`config.mk`:
```
export PLATFORM = sky130hd
export DESIGN_NAME = wrapCounter
export DESIGN_NICKNAME = d
export VERILOG_FILES = /design/src/rtl/wrapCounterPkg.sv /design/src/rtl/wrapCounterCtrl.sv /design/src/rtl/wrapCounterPath.sv /design/src/rtl/wrapCounter.sv
export SDC_FILE = /design/constraint.sdc
export NUM_CORES = 1
export LEC_CHECK = 0
export ABC_AREA = 1
export CAP_MARGIN = 25
export CORE_AREA = 2 2 39 41
export DETAILED_ROUTE_END_ITERATION = 6
export DIE_AREA = 0 0 41 43
export PLACE_DENSITY_LB_ADDON = 0.1
export SLEW_MARGIN = 20
export SYNTH_ARGS = -nofsm -noshare
export SYNTH_HDL_FRONTEND = slang
export SYNTH_SLANG_ARGS = --single-unit
```
`constraint.sdc`:
```
create_clock -name clk -period 3.5 [get_ports clk]
set_input_delay 0.525 -clock clk [delete_from_list [all_inputs] [get_ports clk]]
set_output_delay 0.525 -clock clk [all_outputs]
set_load 0.01 [all_outputs]
```
`src/rtl/wrapCounterPkg.sv`:
```
package wrapCounterPkg;
  typedef struct packed {
    logic doClear;
    logic doLoad;
    logic doStep;
  } ctrlStrobes_t;
endpackage

```
`src/rtl/wrapCounterCtrl.sv`:
```
module wrapCounterCtrl
  import wrapCounterPkg::*;
(
  input  logic         clr,
  input  logic         ld,
  input  logic         cnt,
  input  logic         atLast,
  output ctrlStrobes_t strobes,
  output logic         termCnt
);
  // Priority: clear beats load, load beats step
  always_comb begin
    strobes = '0;
    if (clr)      strobes.doClear = 1'b1;
    else if (ld)  strobes.doLoad  = 1'b1;
    else if (cnt) strobes.doStep  = 1'b1;
  end

  // Terminal count gated only by the count enable
  assign termCnt = cnt & atLast;
endmodule

```
`src/rtl/wrapCounterPath.sv`:
```
module wrapCounterPath
  import wrapCounterPkg::*;
#(
  parameter int MOD = 10,
  localparam int W = (MOD > 2) ? $clog2(MOD) : 1
) (
  input  logic         clk,
  input  ctrlStrobes_t strobes,
  input  logic [W-1:0] loadVal,
  output logic [W-1:0] count,
  output logic         atLast
);
  localparam logic [W-1:0] LAST = W'(MOD - 1);

  logic [W-1:0] countQ;
  logic [W-1:0] stepVal;
  logic         rollOver;

  // Values at or above the top of the range fold back to zero
  assign rollOver = (countQ >= LAST);
  assign stepVal  = rollOver ? '0 : countQ + 1'b1;
  assign atLast   = (countQ == LAST);
  assign count    = countQ;

  always_ff @(posedge clk) begin
    if (strobes.doClear)     countQ <= '0;
    else if (strobes.doLoad) countQ <= loadVal;
    else if (strobes.doStep) countQ <= stepVal;
  end
endmodule

```
`src/rtl/wrapCounter.sv`:
```
module wrapCounter
  import wrapCounterPkg::*;
#(
  parameter int MOD = 10,
  localparam int W = (MOD > 2) ? $clog2(MOD) : 1
) (
  input  logic         clk,
  input  logic         clr,
  input  logic         ld,
  input  logic         cnt,
  input  logic [W-1:0] loadVal,
  output logic [W-1:0] count,
  output logic         termCnt
);
  ctrlStrobes_t strobes;
  logic         atLast;

  wrapCounterCtrl uCtrl (
    .clr(clr), .ld(ld), .cnt(cnt), .atLast(atLast),
    .strobes(strobes), .termCnt(termCnt)
  );

  wrapCounterPath #(.MOD(MOD)) uPath (
    .clk(clk), .strobes(strobes), .loadVal(loadVal),
    .count(count), .atLast(atLast)
  );
endmodule

```
Word level (Yosys, flattened, before mapping). Index checks and enable logic that the tools add are counted.

Bits in registers: 4. Word-level logic and storage cells: 14. Bits of input ports: 8.

Bitwise gates (word level): 1. Eq/ne operators: 1. $lt $le $gt $ge: 1. Reductions and logical operators: 1. Add/sub/neg operators: 1. Muxes and demuxes: 8.

Operator list (count): $mux W4 (3); $add A4 B1 Y4 const B (1); $eq A4 B4 Y1 const B (1); $ge A4 B4 Y1 const B (1); $mux W1 (4); $mux W2 (1); $reduce_bool A2 Y1 (1); $and A1 B1 Y1 (1).

Depth between registers and ports, before layout. Gate-level depths: netlist (run 1).

Word-level depth: 5. Depth in mapped cells: 9.

Hierarchy. Synthesis (run 1) repeated with hierarchy kept, for this count alone.

Cells, all modules: 42. Area total of the unflattened synthesis: 299.0 um2.

By module, submodules not included: wrapCounterPath (times used 1, cells an instance 35, area an instance 264.0 um2); wrapCounterCtrl (times used 1, cells an instance 7, area an instance 35.0 um2).

Least setup slack after synthesis (run 1). OpenSTA, ideal clock, no wires.

Path type: register -> output. From: register uPath.countQ[0], in the netlist uPath.count[0]. To: output port termCnt. Path slack: 2.030 ns. Cell stages (with the launch flop): 4. Data required time: 2.975 ns. Arrival: 0.945 ns. Path buffers: 0. Cells stage by stage: dfxtp_1 ha_1 nand2_1 nor3_1.

Longest elaborated chain between the ends: 2.

Ends and longest elaborated chain: start: declaration (RTL line wrapCounterPath.sv:15) `logic [W-1:0] countQ;`; start signal: assignment (RTL line wrapCounterPath.sv:27) `else if (strobes.doLoad) countQ <= loadVal;`; start signal: assignment (RTL line wrapCounterPath.sv:28) `else if (strobes.doStep) countQ <= stepVal;`; $eq A4 B4 Y1 (RTL line wrapCounterPath.sv:22) `assign atLast = (countQ == LAST);`; $and A1 B1 Y1 (RTL line wrapCounterCtrl.sv:20) `assign termCnt = cnt & atLast;`; end: declaration (RTL line wrapCounter.sv:13) `output logic termCnt`.

No other way between the ends.

Final worst setup path (run 1).
From: input port cnt. To: output port termCnt.

Longest elaborated chain between the ends: 1.

Ends and longest elaborated chain: start: declaration (RTL line wrapCounter.sv:10) `input logic cnt,`; $and A1 B1 Y1 (RTL line wrapCounterCtrl.sv:20).

No other way between the ends.

==> results of run 1 <==
final cells by class:
class | count | area [µm²]
clock buffers | 3 | 22.52
fillers | 165 | 925.9
inverters | 5 | 18.77
multi-input cells | 35 | 196.4
flip-flops and latches | 4 | 80.08
well taps | 16 | 20.02
repair buffers | 12 | 120.1
logic make-up (layout without fill, tap and decap cells):
group,after synthesis,after routing,synth area share
simple gates,21,21,0.3305
compound gates,10,10,0.1780
buf+inv,5,20,0.06353
flops,4,4,0.2712
fa+ha+maj,3,3,0.1271
xor+xnor,1,1,0.02967
worst max-delay path by stage:
stage              end  slack (ns)
6_report       termCnt        1.20
5_1_grt        termCnt        1.11
4_1_cts        termCnt        1.20
3_5_place_dp   termCnt        1.20
3_3_place_gp   termCnt        1.22
2_1_floorplan  termCnt        2.03
placed cells by master, fill, tap and decap left out:
cell type        instances
inv_1                    4
dfxtp_1                  4
nand3_1                  4
xor2_1                   1
nor3_1                   1
a21oi_1                  5
inv_2                    1
ha_1                     3
o21ai_0                  2
nand2_1                  6
nand2_2                  3
a22oi_1                  1
clkbuf_4                 3
clkdlybuf4s50_1         12
nand4_1                  2
o21ai_1                  2
nor2_1                   5
critical path, stage by stage:
cell	delay (ns)
clkdlybuf4s50_1	0.50
nand2_1	0.06
nor3_1	0.12
clkdlybuf4s50_1	0.55
metal layers:
| layer | track usage | part of all wire |
|---|---|---|
| met1 | 0.1310 | 0.46 |
| met2 | 0.1344 | 0.46 |
| met3 | 0.01571 | 0.071 |
| met4 | 0.1000 | 0.0066 |
| met5 | 0 | 0 |
per-stage QoR:
step / std cells / total power [mW] / area, µm² / util / hold slack, ns
2_1_floorplan: 44 / 0.07797 / 295.3 / - / 0.5941
3_3_place_gp: 72 / 0.1015 / 435.4 / 0.3146 / 0.6479
3_5_place_dp: 72 / 0.1009 / 435.4 / 0.3146 / 0.6430
4_1_cts: 75 / 0.1594 / 457.9 / 0.3309 / 0.6556
5_1_grt: 75 / 0.1692 / 457.9 / 0.3309 / 0.6902
6_report: 75 / 0.1559 / 457.9 / 0.3309 / 0.6481
report_power, final:
group	internal [mW]	leakage [nW]	switching, mW	total (mW)
sequential	0.0498	0.0330	0.00679	0.0566
combinational	0.0230	0.152	0.0201	0.0431
clock	0.0383	0.0138	0.0179	0.0562
==> reports/metrics.cfg, run 1 <==
[global_routing]
grt_usage = 0.1022
grt_max_degree = 8
grt_pass1_vias = 308
grt_pass1_wl_mm = 1.179
grt_overflow_total = 0
grt_antenna_before_repair = 0

[synthesis]
syn_avg_cell_area_um2 = 6.711
synth_nets = 55
async_flop_share = 0
synth_top_area_frac = 0.2712
ys_seq_elements = 4
synth_area_leaders = dfxtp_1 (27%), ha_1 (13%), a21oi_1 (8.5%)
synth_common_cells = nand2_1 (6), a21oi_1 (5), nor2_1 (5)
yosysSeqAreaShare = 0.2712
yosysMostFrequentCell = nand2_1
syn_area_um2 = 295.3
ys.flop_type = dfxtp_1
syn_inst = 44
synth_top_area_cell = dfxtp_1
synth-warning-count = 0
synth_edf_count = 0
synth_cell_types = 15

[route]
routed-via-count = 346
routed_via_density = 4.613
drt_iter0_drc = 3
routedWlPerCell_um = 10.15
drcViolationCount = 0
wirelength_um = 761
ant_nets = 0
dr.pass1.iters = 2

[hold_path]
worstHoldPathCells = 3
worstHoldStart = uPath.count[3]
hp-class = flip-flop to flip-flop
worstHoldEndpoint = uPath.count[2]

[finish]
drive_gt1_frac = 0.1186
area_growth_pct = 55.08
fin_nets = 72
largest_reg_flops = 4
antenna_cells = 0

[place]
place.gp.congestion = 0.6790
port_buffers = 12
dp_hpwl_um = 605.7
place_ws_ns = 1.205

[pwr]
ir_drop_mv = 0.1352
power.density_mw_per_mm2 = 340.4
p_leak_nw = 0.1990

[sta]
finalHoldViolations = 0
layout_setup_ws_ns = 1.204
slew_viol_final = 0
rsz0062_at_grt = no
maxSlewHeadroom = 0.8383
post-route-period-util = 0.6560
skew_ns = 0.003126
timing.fmax_ghz = 0.4356
setup_tns_ns = 0
worst_pin_slew_ns = 0.2422
period_needed_ns = 2.296
setup_viol = 0

[cts]
cts_tree = done
holdBufCountCts = 0
ctsHtreeMaxLevel = 1
post-cts-setup-buffer-count = 0
cts_root_buf = clkbuf_4
clk_path_buf_depth = 2
clk_latency_ns = 0.23
clk_pin_slew_ns = 0.04
cts_buffers = 3
ctsResizeCount = 0
clock_sink_count = 4

[floorplan]
ioPinCount = 13
die_x_um = 41
row_count = 14
start_util = 0.2134
coreArea_mm2 = 0.001384
die_area_mm2 = 0.001763
die_h_um = 43

[worst_setup_path]
r2r_start = uPath.count[1]
r2r_slack_ns = 2.20
critPathLaunchType = input port
r2r-end = uPath.count[3]
crit_fanout = 3
cp-end-kind = output pin
reg2reg_depth = 9
required_ns = 2.97
critPathKind = input port to output pin
startpoint = cnt
cp.arrival_ns = 1.77

[job]
cap_violations = 0

[outcome]
status = finished clean

(Power assumes the default switching activity.)
==> run 2: changes to the inputs <==
==> constraint.sdc (replaced) <==
create_clock -name clk -period 2 [get_ports clk]
set_input_delay 0.3 -clock clk [delete_from_list [all_inputs] [get_ports clk]]
set_output_delay 0.3 -clock clk [all_outputs]
set_load 0.01 [all_outputs]
==> run 2 against run 1 <==
  * Non-clock buffer count grew 2
  * Sequential share of layout area shrank 0.56 points
  * Die area unchanged
  * Cell count increased by 2.7%
==> reports/metrics.cfg, run 2 (same netlist as run 1, synthesis figures left out) <==
[outcome]
status = finished clean  ; unchanged

[route]
drt_iter0_drc = 5  ; was 3
ant_nets = 0  ; unchanged
routedWlPerCell_um = 9.182  ; was 10.15 µm
routed_via_density = 4.455  ; was 4.613
wirelength_um = 707  ; was 761 µm
routed-via-count = 343  ; was 346
drcViolationCount = 0  ; unchanged
dr.pass1.iters = 4  ; was 2

[finish]
drive_gt1_frac = 0.1475  ; was 0.1186
fin_nets = 74  ; was 72
antenna_cells = 0  ; unchanged
final_cell_mix = clkdlybuf4s50_1 (12), nand2_1 (6), nor2_1 (5), a21oi_1 (5)  ; unchanged
largest_reg_flops = 4  ; unchanged
final_common_cell = clkdlybuf4s50_1  ; unchanged
fillers = 153  ; was 165
area_growth_pct = 60.17  ; was 55.08%

[cts]
post-cts-setup-buffer-count = 0  ; unchanged
cts_tree = done  ; unchanged
cts_buffers = 3  ; unchanged
holdBufCountCts = 0  ; unchanged
clk_latency_ns = 0.23  ; about the same
ctsResizeCount = 0  ; unchanged
ctsHtreeMaxLevel = 1  ; unchanged
clk_path_buf_depth = 2  ; unchanged
cts_root_buf = clkbuf_4  ; unchanged
clock_sink_count = 4  ; unchanged
clk_pin_slew_ns = 0.04  ; about the same

[sta]
skew_ns = 0.0003401  ; was 0.003126 ns
setup_tns_ns = 0  ; unchanged
slew_viol_final = 0  ; unchanged
period_needed_ns = 1.855
rsz0062_at_grt = no  ; unchanged
setup_viol = 0  ; unchanged
worst_pin_slew_ns = 0.2451  ; was 0.2422 ns
post-route-period-util = 0.9274
maxSlewHeadroom = 0.8364  ; was 0.8383
finalHoldViolations = 0  ; unchanged
timing.fmax_ghz = 0.5392

[worst_setup_path]
cp-endpoint = termCnt  ; unchanged
cp.depth = 4  ; unchanged
crit_family = buffers and inverters  ; unchanged
reg2reg_depth = 9  ; unchanged
r2r-end = uPath.count[3]  ; unchanged
cp.arrival_ns = 1.55  ; was 1.77 ns
crit_top_cell = clkdlybuf4s50_1  ; unchanged
slowest_delay_ns = 0.56  ; was 0.55 ns
cp-end-kind = output pin  ; unchanged
path_cells = clkdlybuf4s50_1 -> nand2_1 -> nor3_1 -> clkdlybuf4s50_1  ; unchanged
critPathKind = input port to output pin  ; unchanged
cp_num_buf_inv = 2  ; unchanged
crit_slowest_cell = clkdlybuf4s50_1  ; unchanged
r2r_slack_ns = 0.83  ; was 2.20 ns
crit_fanout = 3  ; unchanged
critPathLaunchType = input port  ; unchanged
required_ns = 1.70  ; was 2.97 ns
r2r_start = uPath.count[0]  ; was uPath.count[1]
startpoint = cnt  ; unchanged

[pwr]
p_leak_nw = 0.2094  ; was 0.1990 nW
ir_drop_mv = 0.2924  ; was 0.1352 mV
total_power_mw = 0.2778  ; was 0.1559 mW
power.density_mw_per_mm2 = 587.5  ; was 340.4 mW/mm²

[floorplan]
die_x_um = 41  ; unchanged
coreArea_mm2 = 0.001384  ; unchanged
die_area_mm2 = 0.001763  ; unchanged
die_h_um = 43  ; unchanged
row_count = 14  ; unchanged
start_util = 0.2134  ; unchanged
ioPinCount = 13  ; unchanged

[hold_path]
hp-class = flip-flop to flip-flop  ; unchanged
worstHoldPathCells = 3  ; unchanged

[global_routing]
grt_antenna_before_repair = 0  ; unchanged
grt_max_degree = 8  ; unchanged
grt_overflow_total = 0  ; unchanged
grt_usage = 0.1032  ; was 0.1022
grt_pass1_wl_mm = 1.221  ; was 1.179 mm
grt_pass1_vias = 307  ; was 308

[place]
port_buffers = 12  ; unchanged
dp_hpwl_um = 575  ; was 605.7 µm
place.gp.congestion = 0.7022  ; was 0.6790

[job]
cap_violations = 0  ; unchanged

-- run 2: per-layer routing --
metal	share of wire	global-route usage	wire, µm	vias to the layer above
li1	-	-	-	184
met1	0.46	0.1502	325	137
met2	0.43	0.1188	304	20
met3	0.10	0.03141	72	2
met4	0.0071	0.08000	5	0
met5	0	0	0	-
-- run 2: where the power goes --
part | total, mW | switching (mW) | internal (mW)
Sequential | 0.0937 | 0.00650 | 0.0872
Combinational | 0.0854 | 0.0405 | 0.0449
Clock | 0.0988 | 0.0317 | 0.0670
-- run 2: how the worst min path moves through the flow --
stage,from,end,slack (ns)
after floorplan,clr,uPath.count[1],0.37
after global placement,uPath.count[3],uPath.count[0],0.66
after detailed placement,uPath.count[3],uPath.count[0],0.65
after CTS,uPath.count[3],uPath.count[0],0.65
after global routing,uPath.count[3],uPath.count[0],0.68
final,uPath.count[3],uPath.count[0],0.64
-- run 2: cell type report --
cell class                 count  area (µm²)  share of cell area
clock buffer                   3       22.52             0.04762
multi-input combinational     35       196.4              0.4153
tap                           16       20.02             0.04233
sequential                     4       80.08              0.1693
inverter                       5       18.77             0.03968
timing repair buffer          14       135.1              0.2857
-- run 2: through the flow --
| step | cells | hold slack [ns] | utilization | setup slack, ns | area, µm² |
|---|---|---|---|---|---|
| floorplan | 44 | 0.3691 | - | 0.7550 | 295.3 |
| global placement | 74 | 0.6559 | 0.3255 | 0.1695 | 450.4 |
| detailed placement | 74 | 0.6457 | 0.3255 | 0.1464 | 450.4 |
| CTS | 77 | 0.6521 | 0.3418 | 0.1413 | 473.0 |
| global route | 77 | 0.6819 | 0.3418 | 0.07926 | 473.0 |
| finish | 77 | 0.6364 | 0.3418 | 0.1453 | 473.0 |
-- run 2: worst min-delay path, cell delays in order (launching register included) --
cell and delay (ns):
dfxtp_1 0.37, nand2_2 0.09, nand3_1 0.07, a21oi_1 0.05
==> run 3: changes to the inputs <==
--- a/config.mk
+++ b/config.mk
@@ -11,7 +11,6 @@
 export DETAILED_ROUTE_END_ITERATION = 6
 export DIE_AREA = 0 0 41 43
 export PLACE_DENSITY_LB_ADDON = 0.1
-export SLEW_MARGIN = 20
 export SYNTH_ARGS = -nofsm -noshare
 export SYNTH_HDL_FRONTEND = slang
 export SYNTH_SLANG_ARGS = --single-unit
==> constraint.sdc (replaced) <==
create_clock -name clk -period 2 [get_ports clk]
set_input_delay 0.3 -clock clk [delete_from_list [all_inputs] [get_ports clk]]
set_output_delay 0.3 -clock clk [all_outputs]
set_load 0.02 [all_outputs]
==> run 3 against run 2 <==
  * Fmax shrank 1.3%
  * Setup slack lost 0.024 ns
  * First-iteration DRC count is the same
  * Hold slack lost 0.0019 ns
  * Largest cell class unchanged
  * Clock power is essentially flat
  * Clock-buffer cell count is the same
  * Register-to-register slack is essentially flat
  * Sequential power is essentially flat
  * Wire length grew 2.3%
==> reports/metrics.cfg, run 3 (same netlist as run 1, synthesis figures left out) <==
[worst_setup_path]
cp-end-kind = output pin  ; unchanged
crit_fanout = 2  ; was 3
required_ns = 1.70  ; about the same
slowest_delay_ns = 0.62  ; was 0.56 ns
cp.arrival_ns = 1.58  ; was 1.55 ns
r2r-end = uPath.count[3]  ; unchanged
r2r_start = uPath.count[0]  ; unchanged
crit_slowest_cell = clkdlybuf4s50_1  ; unchanged
critPathKind = input port to output pin  ; unchanged
crit_top_cell = clkdlybuf4s50_1  ; unchanged
reg2reg_depth = 9  ; unchanged
path_cells = clkdlybuf4s50_1 -> nand2_1 -> nor3_1 -> clkdlybuf4s50_1  ; unchanged
critPathLaunchType = input port  ; unchanged
r2r_slack_ns = 0.82  ; was 0.83 ns
startpoint = cnt  ; unchanged

[place]
dp_cells = 75  ; was 74
place.gp.congestion = 0.7106  ; was 0.7022
port_buffers = 12  ; unchanged
dp_hpwl_um = 617.2  ; was 575 µm

[hold_path]
worstHoldPathCells = 3  ; unchanged
hp-class = flip-flop to flip-flop  ; unchanged
worstHoldStart = uPath.count[3]  ; unchanged
worstHoldEndpoint = uPath.count[0]  ; unchanged

[finish]
register_area_um2 = 80.08  ; unchanged
area_growth_pct = 62.71  ; was 60.17%
stdcell_count = 78  ; was 77
final_cell_mix = clkdlybuf4s50_1 (12), nand2_1 (6), nor2_1 (5), a21oi_1 (5)  ; unchanged
antenna_cells = 0  ; unchanged
fillers = 173  ; was 153
largest_reg_flops = 4  ; unchanged
fin_nets = 75  ; was 74
final_common_cell = clkdlybuf4s50_1  ; unchanged
drive_gt1_frac = 0.1613  ; was 0.1475
multi_input_area_um2 = 196.4  ; unchanged
post-route-util = 0.3472  ; was 0.3418

[global_routing]
grt_antenna_before_repair = 0  ; unchanged
grt_pass1_vias = 320  ; was 307
grt_max_degree = 8  ; unchanged
grt_overflow_total = 0  ; unchanged
grt_usage = 0.1065  ; was 0.1032
grt_pass1_wl_mm = 1.235  ; was 1.221 mm

[floorplan]
die_x_um = 41  ; unchanged
row_count = 14  ; unchanged
start_util = 0.2134  ; unchanged
coreArea_mm2 = 0.001384  ; unchanged
ioPinCount = 13  ; unchanged
die_area_mm2 = 0.001763  ; unchanged
die_h_um = 43  ; unchanged

[sta]
timing.fmax_ghz = 0.5323  ; was 0.5392 GHz
finalHoldViolations = 0  ; unchanged
setup_viol = 0  ; unchanged
period_needed_ns = 1.879  ; was 1.855 ns
rsz0062_at_grt = no  ; unchanged
slew_viol_final = 0  ; unchanged
maxSlewHeadroom = 0.8378  ; was 0.8364
skew_ns = 0.001909  ; was 0.0003401 ns
post-route-period-util = 0.9394  ; was 0.9274
worst_pin_slew_ns = 0.2430  ; was 0.2451 ns
setup_tns_ns = 0  ; unchanged

[cts]
holdBufCountCts = 0  ; unchanged
clk_path_buf_depth = 2  ; unchanged
cts_buffers = 3  ; unchanged
ctsResizeCount = 0  ; unchanged
cts_tree = done  ; unchanged
clk_pin_slew_ns = 0.04  ; about the same
post-cts-setup-buffer-count = 0  ; unchanged
clock_sink_count = 4  ; unchanged
ctsHtreeMaxLevel = 1  ; unchanged
cts_root_buf = clkbuf_4  ; unchanged
clk_latency_ns = 0.23  ; about the same

[route]
routedWlPerCell_um = 9.269  ; was 9.182 µm
wirelength_um = 723  ; was 707 µm
drt_iter0_drc = 5  ; unchanged
routed-via-count = 347  ; was 343
drcViolationCount = 0  ; unchanged
dr.pass1.iters = 5  ; was 4
routed_via_density = 4.449  ; was 4.455
ant_nets = 0  ; unchanged

[pwr]
clkPwrFrac = 0.349  ; was 0.356
p_leak_nw = 0.2142  ; was 0.2094 nW
p_switching_mw = 0.08389  ; was 0.07874 mW
seq_power_share = 0.331  ; was 0.337
internal_power_mw = 0.2001  ; was 0.1991 mW
combinationalPowerShare = 0.321  ; was 0.307
power.density_mw_per_mm2 = 591.0  ; was 587.5 mW/mm²
ir_drop_mv = 0.1661  ; was 0.2924 mV
sw_frac_of_total = 0.2954  ; was 0.2834

[job]
cap_violations = 0  ; unchanged

[outcome]
status = finished clean  ; unchanged

[run 3: cell count changes in the layout (fill, tap and decap cells not counted)]
cell | before | now
buf_4 | 2 | 3
[run 3: stage by stage]
stage / hold WS, ns / area [µm²] / total power [mW] / setup WS, ns
2_1_floorplan: 0.3691 / 295.3 / 0.1417 / 0.4755
3_3_place_gp: 0.6426 / 457.9 / 0.1887 / 0.1280
3_5_place_dp: 0.6399 / 457.9 / 0.1873 / 0.1277
4_1_cts: 0.6483 / 480.5 / 0.2914 / 0.1214
5_1_grt: 0.6694 / 480.5 / 0.3084 / 0.05574
6_report: 0.6346 / 480.5 / 0.2840 / 0.1213
[run 3: worst max-delay path by stage]
stage                     endpoint  cells after the start
after detailed placement   termCnt                      4
final                      termCnt                      4
after floorplan            termCnt                      3
after global placement     termCnt                      4
after CTS                  termCnt                      4
after global routing       termCnt                      5
[run 3: power by group through the flow]
stage                     combinational, mW  sequential (mW)  clock (mW)
final                                0.0911           0.0939      0.0990
after CTS                            0.0922           0.0942       0.105
after global placement               0.0932           0.0954           0
after floorplan                      0.0360            0.106           0
after detailed placement             0.0916           0.0957           0
after global routing                  0.103           0.0951       0.110
[run 3: worst max-delay path, delay by kind of cell]
kind / cells / cell delay (ns)
buf+inv: 2 / 1.10
simple gates: 2 / 0.17
[run 3: area by class of cell]
class	instances	area share
Clock buffer	3	0.04687
Sequential cell	4	0.1667
Tap cell	16	0.04167
Multi-Input combinational cell	35	0.4089
Inverter	5	0.03906
Timing Repair Buffer	15	0.2969
[run 3: layer usage]
metal	global-route usage	share of wire	wire (µm)
met1	0.1323	0.49	352
met2	0.1469	0.43	308
met3	0.03141	0.077	56
met4	0.08000	0.0069	5
met5	0	0	0
